==> config.mk <==
export PLATFORM = sky130hd
export DESIGN_NAME = pc_retstack
export DESIGN_NICKNAME = d
export VERILOG_FILES = /design/src/rtl/pcs_pkg.sv /design/src/rtl/pcs_ctrl.sv /design/src/rtl/pcs_datapath.sv /design/src/rtl/pc_retstack.sv
export SDC_FILE = /design/constraint.sdc
export NUM_CORES = 1
export LEC_CHECK = 0
export ABC_CLOCK_PERIOD_IN_PS = 2000
export BUFFER_PORTS_ARGS = -buffer_cell sky130_fd_sc_hd__buf_2
export CAP_MARGIN = 20
export CORE_MARGIN = 5
export CORE_UTILIZATION = 59
export CTS_CLUSTER_SIZE = 10
export DETAILED_ROUTE_END_ITERATION = 10
export PLACE_DENSITY = 0.77
export SLEW_MARGIN = 5
export SYNTH_ARGS = -nofsm -noshare
export SYNTH_HDL_FRONTEND = slang
export SYNTH_HIERARCHICAL = 1
export SYNTH_SLANG_ARGS = --single-unit
==> constraint.sdc <==
create_clock -name clk -period 2 [get_ports clk]
set_input_delay 0.4 -clock clk [delete_from_list [all_inputs] [get_ports clk]]
set_output_delay 0.4 -clock clk [all_outputs]
set_load 0.02 [all_outputs]
==> src/rtl/pcs_pkg.sv <==
package pcs_pkg;

  // Per-cycle operation selected by the control and applied by the datapath
  typedef struct packed {
    logic incr;         // step the counter
    logic loadTarget;   // take the branch/call target
    logic loadVec;      // take the interrupt vector
    logic push;         // push {carry, return address}
    logic pop;          // pop top entry into the address
    logic restoreCarry; // pop also restores the carry
  } pcOps_t;

endpackage

==> src/rtl/pcs_ctrl.sv <==
module pcs_ctrl
  import pcs_pkg::*;
#(
  parameter int DEPTH = 4
) (
  input  logic   clk,
  input  logic   rstN,
  input  logic   advance,
  input  logic   doJump,
  input  logic   doCall,
  input  logic   intReq,
  input  logic   doReturn,
  input  logic   retKeepCarry,
  output pcOps_t ops
);

  localparam int DW = $clog2(DEPTH + 1);
  localparam logic [DW-1:0] FULL = DW'(DEPTH);

  logic [DW-1:0] depthQ;

  // Fixed service order: interrupt, call, jump, return, advance
  always_comb begin
    ops = '0;
    if (intReq) begin
      ops.loadVec = 1'b1;
      ops.push    = 1'b1;
    end else if (doCall) begin
      ops.loadTarget = 1'b1;
      ops.push       = 1'b1;
    end else if (doJump) begin
      ops.loadTarget = 1'b1;
    end else if (doReturn) begin
      ops.pop          = 1'b1;
      ops.restoreCarry = ~retKeepCarry;
    end else if (advance) begin
      ops.incr = 1'b1;
    end
  end

  // Count of held entries, saturating at both ends
  always_ff @(posedge clk or negedge rstN) begin
    if (!rstN) begin
      depthQ <= '0;
    end else if (ops.push) begin
      if (depthQ != FULL) depthQ <= depthQ + 1'b1;
    end else if (ops.pop) begin
      if (depthQ != '0) depthQ <= depthQ - 1'b1;
    end
  end


  one_op_chk: assert property (@(posedge clk) disable iff (!rstN)
    $onehot0({ops.incr, ops.loadTarget, ops.loadVec, ops.pop}));


  irq_wins_chk: assert property (@(posedge clk) disable iff (!rstN)
    intReq |-> (ops.loadVec && !ops.pop && !ops.incr));


  depth_range_chk: assert property (@(posedge clk) disable iff (!rstN)
    depthQ <= FULL);


  no_underflow_chk: assert property (@(posedge clk) disable iff (!rstN)
    (depthQ == '0 && ops.pop) |=> depthQ == '0);


  full_push_chk: assert property (@(posedge clk) disable iff (!rstN)
    (depthQ == FULL && ops.push) |=> depthQ == FULL);

endmodule

==> src/rtl/pcs_datapath.sv <==
module pcs_datapath
  import pcs_pkg::*;
#(
  parameter int PC_W  = 12,
  parameter int DEPTH = 4,
  parameter int SEL_W = 2
) (
  input  logic            clk,
  input  logic            rstN,
  input  pcOps_t          ops,
  input  logic [PC_W-1:0] targetAddr,
  input  logic [SEL_W-1:0] intSel,
  input  logic            carryIn,
  output logic [PC_W-1:0] pcOut,
  output logic            carryOut
);

  localparam int ENT_W = PC_W + 1;
  localparam int CNT_W = PC_W - 1;

  logic [PC_W-1:0]  pcQ;
  logic             carryQ;
  logic [ENT_W-1:0] stk [DEPTH];
  logic [PC_W-1:0]  pcInc;
  logic [PC_W-1:0]  vecAddr;
  logic [ENT_W-1:0] pushVal;

  // Page bit kept, low counter wraps
  assign pcInc   = {pcQ[PC_W-1], pcQ[CNT_W-1:0] + 1'b1};
  assign vecAddr = PC_W'(intSel) + 1'b1;
  assign pushVal = {carryIn, pcInc};

  always_ff @(posedge clk or negedge rstN) begin
    if (!rstN) begin
      pcQ <= '0;
    end else if (ops.loadVec) begin
      pcQ <= vecAddr;
    end else if (ops.loadTarget) begin
      pcQ <= targetAddr;
    end else if (ops.pop) begin
      pcQ <= stk[0][PC_W-1:0];
    end else if (ops.incr) begin
      pcQ <= pcInc;
    end
  end

  always_ff @(posedge clk or negedge rstN) begin
    if (!rstN) carryQ <= 1'b0;
    else if (ops.pop && ops.restoreCarry) carryQ <= stk[0][PC_W];
  end

  // Shift-register stack: slot 0 is the top, last slot replicates on pop
  for (genvar i = 0; i < DEPTH; i++) begin : g_slot
    always_ff @(posedge clk or negedge rstN) begin
      if (!rstN) begin
        stk[i] <= '0;
      end else if (ops.push) begin
        if (i == 0) stk[i] <= pushVal;
        else        stk[i] <= stk[(i == 0) ? 0 : i-1];
      end else if (ops.pop) begin
        if (i == DEPTH-1) stk[i] <= stk[i];
        else              stk[i] <= stk[(i == DEPTH-1) ? i : i+1];
      end
    end
  end

  assign pcOut    = pcQ;
  assign carryOut = carryQ;


  step_chk: assert property (@(posedge clk) disable iff (!rstN)
    ops.incr |=> (pcQ[CNT_W-1:0] == $past(pcQ[CNT_W-1:0]) + 1'b1) &&
                 (pcQ[PC_W-1] == $past(pcQ[PC_W-1])));


  keep_carry_chk: assert property (@(posedge clk) disable iff (!rstN)
    (ops.pop && !ops.restoreCarry) |=> $stable(carryQ));


  push_top_chk: assert property (@(posedge clk) disable iff (!rstN)
    ops.push |=> stk[0] == {$past(carryIn), $past(pcQ[PC_W-1]),
                            $past(pcQ[CNT_W-1:0]) + 1'b1});


  pop_return_chk: assert property (@(posedge clk) disable iff (!rstN)
    ops.pop |=> pcQ == $past(stk[0][PC_W-1:0]));

endmodule

==> src/rtl/pc_retstack.sv <==
module pc_retstack
  import pcs_pkg::*;
#(
  parameter int PC_W  = 12,
  parameter int DEPTH = 4,
  parameter int SEL_W = 2
) (
  input  logic             clk,
  input  logic             rstN,
  input  logic             advance,
  input  logic             doJump,
  input  logic             doCall,
  input  logic             intReq,
  input  logic [SEL_W-1:0] intSel,
  input  logic [PC_W-1:0]  targetAddr,
  input  logic             carryIn,
  input  logic             doReturn,
  input  logic             retKeepCarry,
  output logic [PC_W-1:0]  fetchAddr,
  output logic             carryOut
);

  pcOps_t ops;

  pcs_ctrl #(.DEPTH(DEPTH)) u_ctrl (
    .clk          (clk),
    .rstN         (rstN),
    .advance      (advance),
    .doJump       (doJump),
    .doCall       (doCall),
    .intReq       (intReq),
    .doReturn     (doReturn),
    .retKeepCarry (retKeepCarry),
    .ops          (ops)
  );

  pcs_datapath #(.PC_W(PC_W), .DEPTH(DEPTH), .SEL_W(SEL_W)) u_dp (
    .clk        (clk),
    .rstN       (rstN),
    .ops        (ops),
    .targetAddr (targetAddr),
    .intSel     (intSel),
    .carryIn    (carryIn),
    .pcOut      (fetchAddr),
    .carryOut   (carryOut)
  );


  vector_chk: assert property (@(posedge clk) disable iff (!rstN)
    intReq |=> fetchAddr == PC_W'($past(intSel)) + 1'b1);


  jump_chk: assert property (@(posedge clk) disable iff (!rstN)
    (doJump && !doCall && !intReq) |=> fetchAddr == $past(targetAddr));


  idle_hold_chk: assert property (@(posedge clk) disable iff (!rstN)
    !(advance || doJump || doCall || intReq || doReturn)
      |=> ($stable(fetchAddr) && $stable(carryOut)));

endmodule

# Word-level counts from Yosys, hierarchy flattened
# Index checks and enable logic that the tools add are counted.
# op_classes
n_addsub,2
bitwise_logic,1
n_reduce_logical,4
muxes,24
# op_table
op,count
2-to-1 mux 13 bit,6
2-to-1 mux 12 bit,3
adder 11 x 1 -> 11 bit (second input constant),1
2-to-1 mux 11 bit,1
2-to-1 mux 2 bit,5
2-to-1 mux 1 bit,9
nonzero test 4 bit,1
adder 2 x 1 -> 3 bit (second input constant),1
nonzero test 3 bit,1
nonzero test 2 bit,1
logical AND 1 bit,1
inverter 1 bit,1
# word_totals
input_bits,23
ff_bits,65
wordCells,38

# Depth between registers and ports, before layout
# Gate-level depths: netlist of the first run.
# depth
word_depth,9
mapped_depth,8
mapped_depth_nobuf,6

# Cells and area by module
# The synthesis of the first run kept the hierarchy.
# modules_own_cells
mod,n_inst,cells_per_inst,area_each_um2
pcs_datapath,1,330,3348.2
pcs_ctrl,1,7,67.6

# Least setup slack after synthesis of the first run
# Ideal clock, no wire load.
# synth_path
path_kind,input to register
from,input doJump
to,"register u_dp.pcQ[3], in the netlist u_dp/pcOut[3]"
stages,7
setup_time_ns,0.139
t_required_ns,1.861
slack_ns,0.114
arrival_ns,1.748
cell_sequence,or2_1 > nor4b_2 > buf_2 > nand4_1 > xnor2_1 > o21ai_0 > a21oi_1
# synth_rtl
item,line,rtl
"start, declared",pc_retstack.sv:11,"input logic doJump,"
"end signal, assigned",pcs_datapath.sv:37,pcQ <= vecAddr;
"end signal, assigned",pcs_datapath.sv:39,pcQ <= targetAddr;
"end signal, assigned",pcs_datapath.sv:41,pcQ <= stk[0][PC_W-1:0];
"end, declared",pcs_datapath.sv:21,logic [PC_W-1:0] pcQ;

# Worst setup path after layout of the first run
# layout_path
from,"register u_dp.pcQ[1], in the netlist u_dp/pcOut[1]"
to,"register u_dp.pcQ[10], in the netlist u_dp/pcOut[10]"
# layout_via
elab_chain_len,5
# layout_lines
item,line,rtl
adder 11 x 1 -> 11 bit,pcs_datapath.sv:29,"assign pcInc = {pcQ[PC_W-1], pcQ[CNT_W-1:0] + 1'b1};"
2-to-1 mux 11 bit,pcs_datapath.sv:42,end else if (ops.incr) begin
2-to-1 mux 12 bit,pcs_datapath.sv:40,end else if (ops.pop) begin
2-to-1 mux 12 bit,pcs_datapath.sv:38,end else if (ops.loadTarget) begin
2-to-1 mux 12 bit,pcs_datapath.sv:36,end else if (ops.loadVec) begin
# No other way between the ends. The select of a mux whose other input is x is not followed.
# A chain may end at the register's enable or synchronous reset.

==> metrics.log, run 1 <==
[metrics] status: completed
[metrics] CP peak stage delay: ~450 ps
[metrics] number of antenna-violating nets in the routed design: 0
[metrics] clock power share: 0.372
[metrics] Die W: ~86 µm
[metrics] die area: 7410 µm²
[metrics] top-count cell post-synth: sky130_fd_sc_hd__dfrtp_1
[metrics] kind of start point of the critical path: register
[metrics] register share of total power: 0.480
[metrics] first-pass GRT wire length: around 12000 µm
[metrics] Final Hold Vio Count: 0
[metrics] number of flops mapped to enable cells by yosys: 0
[metrics] Max rail drop VDD: 0.538 mV
[metrics] library cell occupying the most area in the post-synthesis netlist: sky130_fd_sc_hd__dfrtp_1
[metrics] antenna violations before repair: 0
[metrics] number of DRC violations after detailed routing: 0
[metrics] Sw Share: 0.272
[metrics] setup slack of the critical path after layout: about 270 ps
[metrics] post-route cell area: slightly below 4000 µm²
[metrics] utilization after layout: 0.707
[metrics] vias after detailed routing: 2565
[metrics] number of placed I/O pins: 36
[metrics] gpl congestion: 0.815
[metrics] setup repair after global routing missed its margin: no
[metrics] number of buffer cells added on primary ports: 35
[metrics] overall track demand over capacity in global routing: 0.206
[metrics] total inserted antenna cells: 0
[metrics] worst-case setup slack after placement: -22.4 ps
[metrics] class of the most critical hold timing path: input pin to async pin
[metrics] list of most frequent post-synthesis cells: sky130_fd_sc_hd__dfrtp_1 (65), sky130_fd_sc_hd__nand2_1 (45), sky130_fd_sc_hd__mux2i_1 (38), sky130_fd_sc_hd__o21ai_0 (37), sky130_fd_sc_hd__a21oi_1 (21)
[metrics] instance area after placement: approximately 3700 µm²
[metrics] number of buffers inserted to repair setup after CTS: 0
[metrics] measured slew at the worst slew-check pin: ~360 ps
[metrics] cell area power density: around 850 nW/µm²
[metrics] proportion of netlist area held by the largest area contributor: 0.476
[metrics] share of final-layout standard cells stronger than drive strength 1: 0.243
[metrics] HPWL Detailed: 4790 µm
[metrics] number of inserted filler cells in the final layout: between 400 and 500
[metrics] Max Buffers Root-to-Sink: 2
[metrics] Psw: 912 µW
[metrics] portion of total power attributed to combinational logic: 0.148
[metrics] count of distinct cell types in the synthesized netlist: 40
[metrics] cts-stage hold buffer count: 0
[metrics] Syn Nets: roughly 360
[metrics] flops & latches, synth: between 60 and 70
[metrics] Arrival @ worst endpoint: ~2000 ps
[metrics] total setup violations reported at the end of the flow: 0
[metrics] count of max-cap constraint violations: 0
[metrics] required time of the critical path: 2220 ps
[metrics] number of global-route vias before repair: between 2000 and 2500
[metrics] per-instance average area after synthesis: around 10 µm²
[metrics] Slew Viols, Final: 0
[metrics] final worst hold slack: between 70 and 80 ps
[metrics] leakage power total: about 1.7 nW
[metrics] internal power: about 2.4 mW
[metrics] top cells by area in the synthesized netlist: sky130_fd_sc_hd__dfrtp_1 (48%), sky130_fd_sc_hd__mux2i_1 (11%), sky130_fd_sc_hd__o21ai_0 (5.4%)
[metrics] fmax: slightly below 600 MHz
[metrics] synthesis warning total: 6
[metrics] headroom to the max-slew limit: 0.756
[metrics] starting density of the core: 0.613
[metrics] number of clock sinks: 65
[metrics] clock buffer count from CTS: 9
[metrics] CTS resizes: 0
[metrics] root buffer cell: sky130_fd_sc_hd__clkbuf_8
[metrics] pin count of the biggest net entering global routing: 92
[metrics] total length of routed wires: between 7000 and 8000 µm
[metrics] top flip-flop cell by instance count after synthesis: sky130_fd_sc_hd__dfrtp_1
[metrics] asr flop ratio synth: 1.00
[metrics] number of violations reported at the end of detailed-routing iteration 0: roughly 120
[metrics] First-pass DRT Iterations: 4
[metrics] crit path max fanout: 6
[metrics] Critical Path End Type: register
[metrics] Setup CP Type: register to register
[metrics] average detailed-routed wire length per instance: between 15 and 20 µm
[metrics] detail-routed via count per cell: between 5 and 6
[metrics] clock-pin slew on the worst setup and hold paths: 70 ps
[metrics] P&R area growth vs syn: 15.4%
[metrics] row count: 27
[metrics] core area: around 5600 µm²
[metrics] cells along the critical path: ha_1, nand3_2, nor4_4, mux2i_1, a211oi_2
[metrics] cell count after synthesis: 337
[metrics] sequential standard cell area: between 1500 and 2000 µm²
[metrics] post-synth design cell area: 3420 µm²
[metrics] period utilization: 0.866
[metrics] share of the yosys chip area belonging to registers: 0.476
[metrics] number of H-tree levels: 3
[metrics] latest clock arrival within the worst-skew pair: around 340 ps
[metrics] CP max stage cell: sky130_fd_sc_hd__dfrtp_1
[metrics] Clock Skew: about 8.6 ps
[metrics] final period demand of the worst path: around 1700 ps
[metrics] setup TNS: 0 ps
[metrics] total gr overflow: 0
[metrics] number of nets at the end of the flow: about 390
[metrics] area of the multi-input gates: roughly 1700 µm²
[metrics] Vert. Die Dim: around 86 µm
[metrics] clock tree from TritonCTS: done
[sequential cells by signal (all words and copies together) (netlist names)]
name	cells
u_dp/carryOut	1
u_dp/pcOut	12
u_dp/stk	52
[per-layer routing]
metal	GRT usage	vias to the layer above	wire length, µm	share of wire
met4	0.0950	0	138	0.019
met5	0	-	0	0
met2	0.338	63	3600	0.51
met3	0.0403	12	326	0.046
li1	-	1248	-	-
met1	0.264	1242	3050	0.43
[worst paths after layout]
kind | to | start | cells after the start | slack (ps)
hold reg to reg | u_dp/stk[50] | u_dp/pcOut[11] | 2 | 510
max in group asynchronous | u_dp/pcOut[6] | rstN | 2 | 1660
min in group clk | u_dp/pcOut[0] | intSel[0] | 2 | 260
setup / recovery | u_dp/pcOut[10] | u_dp/pcOut[1] | 5 | 270
setup reg to reg | u_dp/pcOut[10] | u_dp/pcOut[1] | 5 | 270
hold / removal | u_dp/pcOut[5] | rstN | 2 | 70
[kinds of logic after synthesis]
group,count (synthesis),synth area share
mux,52,0.158
buf+inv,32,0.0432
flops,65,0.476
simple gates,95,0.150
fa+ha+maj,2,0.00732
xor+xnor,12,0.0308
compound gates,79,0.135
[power groups by stage]
stage               sequential (mW)  clock [mW]  combinational [mW]
floorplan                      1.62           0               0.327
global placement               1.63           0               0.483
CTS                            1.62        1.26               0.505
global route                   1.64        1.33               0.561
finish                         1.61        1.25               0.498
detailed placement             1.64           0               0.501
[per-stage QoR]
stage / std cells / power [mW]
5_1_grt: 446 / 3.53
3_3_place_gp: 430 / 2.11
6_report: 446 / 3.36
2_1_floorplan: 337 / 1.95
4_1_cts: 446 / 3.39
3_5_place_dp: 430 / 2.14
[final cells by class]
cell class	instances	area share
well taps	72	0.0229
repair buffers	48	0.0851
multi-input cells	240	0.419
clock buffers	11	0.0359
inverters	5	0.00476
flip-flops and latches	65	0.413
clock inverters	5	0.0200
[critical path, delay by kind of cell, from the launching register on]
kind                     cells  cell delay, ps
flip-flops                   1             450
AO/OA/AOI/OAI                1              90
multiplexers                 1             270
AND/OR/NAND/NOR              2             510
adder cells (fa/ha/maj)      1             300
[layout by cell type, fill, tap and decap left out, types with 2 or more instances in the layout]
cell type,n
sky130_fd_sc_hd__mux2_2,14
sky130_fd_sc_hd__inv_1,5
sky130_fd_sc_hd__a211oi_2,2
sky130_fd_sc_hd__nand3_2,3
sky130_fd_sc_hd__o41ai_1,2
sky130_fd_sc_hd__bufinv_16,2
sky130_fd_sc_hd__nand3_1,3
sky130_fd_sc_hd__xnor2_1,9
sky130_fd_sc_hd__or2_1,2
sky130_fd_sc_hd__and2b_2,2
sky130_fd_sc_hd__nand2_1,45
sky130_fd_sc_hd__a21oi_1,21
sky130_fd_sc_hd__buf_2,35
sky130_fd_sc_hd__nand4_1,2
sky130_fd_sc_hd__ha_1,2
sky130_fd_sc_hd__buf_12,5
sky130_fd_sc_hd__xor2_1,3
sky130_fd_sc_hd__nor3_2,2
sky130_fd_sc_hd__clkinv_2,2
sky130_fd_sc_hd__a211oi_1,10
sky130_fd_sc_hd__buf_4,8
sky130_fd_sc_hd__dfrtp_1,65
sky130_fd_sc_hd__o21ai_0,37
sky130_fd_sc_hd__mux2i_1,38
sky130_fd_sc_hd__nor2b_1,12
sky130_fd_sc_hd__nor2_1,7
sky130_fd_sc_hd__nor3_1,9
sky130_fd_sc_hd__clkbuf_8,10
No activity file was read; power rests on OpenSTA's default activity.
==> run 2: changes to the inputs <==
--- a/config.mk
+++ b/config.mk
@@ -5,7 +5,7 @@
 export SDC_FILE = /design/constraint.sdc
 export NUM_CORES = 1
 export LEC_CHECK = 0
-export ABC_CLOCK_PERIOD_IN_PS = 2000
+export ABC_CLOCK_PERIOD_IN_PS = 1800
 export BUFFER_PORTS_ARGS = -buffer_cell sky130_fd_sc_hd__buf_2
 export CAP_MARGIN = 20
 export CORE_MARGIN = 5
@@ -13,6 +13,7 @@
 export CTS_CLUSTER_SIZE = 10
 export DETAILED_ROUTE_END_ITERATION = 10
 export PLACE_DENSITY = 0.77
+export REMOVE_ABC_BUFFERS = 1
 export SLEW_MARGIN = 5
 export SYNTH_ARGS = -nofsm -noshare
 export SYNTH_HDL_FRONTEND = slang
==> constraint.sdc (replaced) <==
create_clock -name clk -period 1.8 [get_ports clk]
set_input_delay 0.36 -clock clk [delete_from_list [all_inputs] [get_ports clk]]
set_output_delay 0.36 -clock clk [all_outputs]
set_load 0.02 [all_outputs]
==> metrics.log, run 2 (same netlist as run 1, synthesis figures left out) <==
[metrics] status: completed
[metrics] number of H-tree levels: 3 (unchanged)
[metrics] most frequent standard cell in the layout excluding fill and tap cells: sky130_fd_sc_hd__dfrtp_1
[metrics] starting density of the core: 0.613 (unchanged)
[metrics] root buffer cell: sky130_fd_sc_hd__clkbuf_8
[metrics] antenna violations before repair: 0 (unchanged)
[metrics] Sw Share: 0.284 (+0.0121)
[metrics] Largest register FFs: 52 (unchanged)
[metrics] kind of start point of the critical path: register
[metrics] Psw: 1.01 mW (+10%)
[metrics] worst setup path startpoint: u_dp/pcOut[1]
[metrics] P&R area growth vs syn: 16.1%
[metrics] Final Hold Vio Count: 0 (unchanged)
[metrics] row count: 27 (unchanged)
[metrics] core area: 5570 µm² (unchanged)
[metrics] vias after detailed routing: 2649 (+3.3%)
[metrics] crit path max fanout: 6 (unchanged)
[metrics] Clock Skew: 7.77 ps (-0.821 ps)
[metrics] Critical Path End Type: register
[metrics] pin count of the biggest net entering global routing: 92 (unchanged)
[metrics] overall track demand over capacity in global routing: 0.213 (+0.00637)
[metrics] cell area power density: 894 nW/µm² (+4.9%)
[metrics] number of clock sinks: 65 (unchanged)
[metrics] R2R Path Start: u_dp/pcOut[1]
[metrics] CTS resizes: 0 (unchanged)
[metrics] measured slew at the worst slew-check pin: 428 ps (+65.1 ps)
[metrics] fmax: 613 MHz (+6.2%)
[metrics] latest clock arrival within the worst-skew pair: 340 ps (about the same)
[metrics] die area: 7410 µm² (unchanged)
[metrics] Slew Viols, Final: 0 (unchanged)
[metrics] cts-stage hold buffer count: 0 (unchanged)
[metrics] number of placed I/O pins: 36 (unchanged)
[metrics] average detailed-routed wire length per instance: 15.9 µm (about the same)
[metrics] number of global-route vias before repair: 2649 (+10%)
[metrics] First-pass DRT Iterations: 4 (unchanged)
[metrics] count of max-cap constraint violations: 0 (unchanged)
[metrics] commonest cells after routing, fill and taps aside: sky130_fd_sc_hd__dfrtp_1 (65), sky130_fd_sc_hd__nand2_1 (45), sky130_fd_sc_hd__mux2i_1 (38)
[metrics] post-route cell area: 3970 µm² (+0.60%)
[metrics] clock power share: 0.331 (-0.041)
[metrics] Max rail drop VDD: 0.597 mV (+11%)
[metrics] HPWL Detailed: 4820 µm (+0.74%)
[metrics] total gr overflow: 0 (unchanged)
[metrics] first-pass GRT wire length: 12500 µm (+4.9%)
[metrics] total setup violations reported at the end of the flow: 0 (unchanged)
[metrics] instance area after placement: 3790 µm² (+1.8%)
[metrics] required time of the critical path: 2000 ps (-220 ps)
[metrics] leakage power total: 1.72 nW (+2.5%)
[metrics] total inserted antenna cells: 0 (unchanged)
[metrics] portion of total power attributed to combinational logic: 0.162 (+0.014)
[metrics] register with the highest flop count: u_dp/stk
[metrics] detail-routed via count per cell: 5.77 (+0.35%)
[metrics] headroom to the max-slew limit: 0.713 (-0.0430)
[metrics] Arrival @ worst endpoint: 1840 ps (-110 ps)
[metrics] number of antenna-violating nets in the routed design: 0 (unchanged)
[metrics] Setup CP Type: register to register
[metrics] period utilization: 0.906 (+0.0401)
[metrics] Max Buffers Root-to-Sink: 2 (unchanged)
[metrics] number of violations reported at the end of detailed-routing iteration 0: 176 (+50%)
[metrics] register share of total power: 0.507 (+0.027)
[metrics] Die W: 86.1 µm (unchanged)
[metrics] Vert. Die Dim: 86.1 µm (unchanged)
[metrics] setup repair after global routing missed its margin: no
[metrics] number of buffer cells added on primary ports: 35 (unchanged)
[metrics] total power of the final layout: 3.55 mW (+5.5%)
[metrics] number of DRC violations after detailed routing: 0 (unchanged)
[metrics] clock tree from TritonCTS: done
[metrics] number of nets at the end of the flow: 408 (+3.6%)
[metrics] internal power: 2.54 mW (+3.8%)
[metrics] number of buffers inserted to repair setup after CTS: 0 (unchanged)
[metrics] total length of routed wires: 7310 µm (+2.9%)
[metrics] gpl congestion: 0.799 (-2.0%)
[metrics] clock buffer count from CTS: 9 (unchanged)
[metrics] class of the most critical hold timing path: input pin to async pin
[metrics] final period demand of the worst path: 1630 ps (-101 ps)
[metrics] share of final-layout standard cells stronger than drive strength 1: 0.266 (+0.0228)
[metrics] clock-pin slew on the worst setup and hold paths: 70 ps (about the same)
==> run 2: cell count changes in the layout (fill, tap and decap cells not counted), sizes merged <==
cell	delta
buf	+14
bufinv	-1
==> run 2: area by class of cell <==
| cell class | instances | area (µm²) |
|---|---|---|
| repair buffers | 62 | 403 |
| fillers | 421 | 1610 |
| well taps | 72 | 90.1 |
| clock inverters | 4 | 45.0 |
| inverters | 5 | 18.8 |
| multi-input cells | 240 | 1650 |
| flip-flops and latches | 65 | 1630 |
| clock buffers | 11 | 131 |
==> run 2: metal layers <==
metal | track usage | vias to the layer above | wire length, µm
met3 | 0.0365 | 16 | 325
met2 | 0.349 | 65 | 3580
met4 | 0.0964 | 0 | 159
met5 | 0 | - | 0
met1 | 0.275 | 1295 | 3250
li1 | - | 1273 | -
==> run 2: per-stage QoR <==
step / util / worst slack (ps) / std cells / hold WS [ps] / setup TNS [ps]
2_1_floorplan: - / -3890 / 310 / 64.4 / -178320
3_3_place_gp: 0.680 / -55.9 / 444 / 404 / -327
3_5_place_dp: 0.680 / -127 / 444 / 403 / -1210
4_1_cts: 0.711 / 185 / 459 / 46.4 / 0
5_1_grt: 0.711 / 65.9 / 459 / 45.7 / 0
6_report: 0.711 / 169 / 459 / 12.2 / 0
==> run 2: critical path, cell delays in order (launching register included) <==
cell	delay [ps]
sky130_fd_sc_hd__dfrtp_1	430
sky130_fd_sc_hd__ha_1	260
sky130_fd_sc_hd__nand3_2	200
sky130_fd_sc_hd__nor4_4	240
sky130_fd_sc_hd__mux2i_1	280
sky130_fd_sc_hd__a211oi_2	90
==> run 2: final timing paths <==
path,to,slack (ps),depth (start not counted)
setup reg to reg,u_dp/pcOut[10],170,5
min in group clk,u_dp/pcOut[0],230,2
hold reg to reg,u_dp/carryOut,500,1
max in group asynchronous,u_dp/stk[9],1470,2
setup / recovery,u_dp/pcOut[10],170,5
hold / removal,u_dp/carryOut,10,2
==> run 2: power by group through the flow <==
stage | clock network (mW) | logic (mW) | registers (mW)
6_report | 1.17 | 0.575 | 1.80
5_1_grt | 1.26 | 0.649 | 1.82
4_1_cts | 1.18 | 0.581 | 1.80
3_5_place_dp | 0 | 0.569 | 1.82
3_3_place_gp | 0 | 0.548 | 1.81
2_1_floorplan | 0 | 0.343 | 1.81
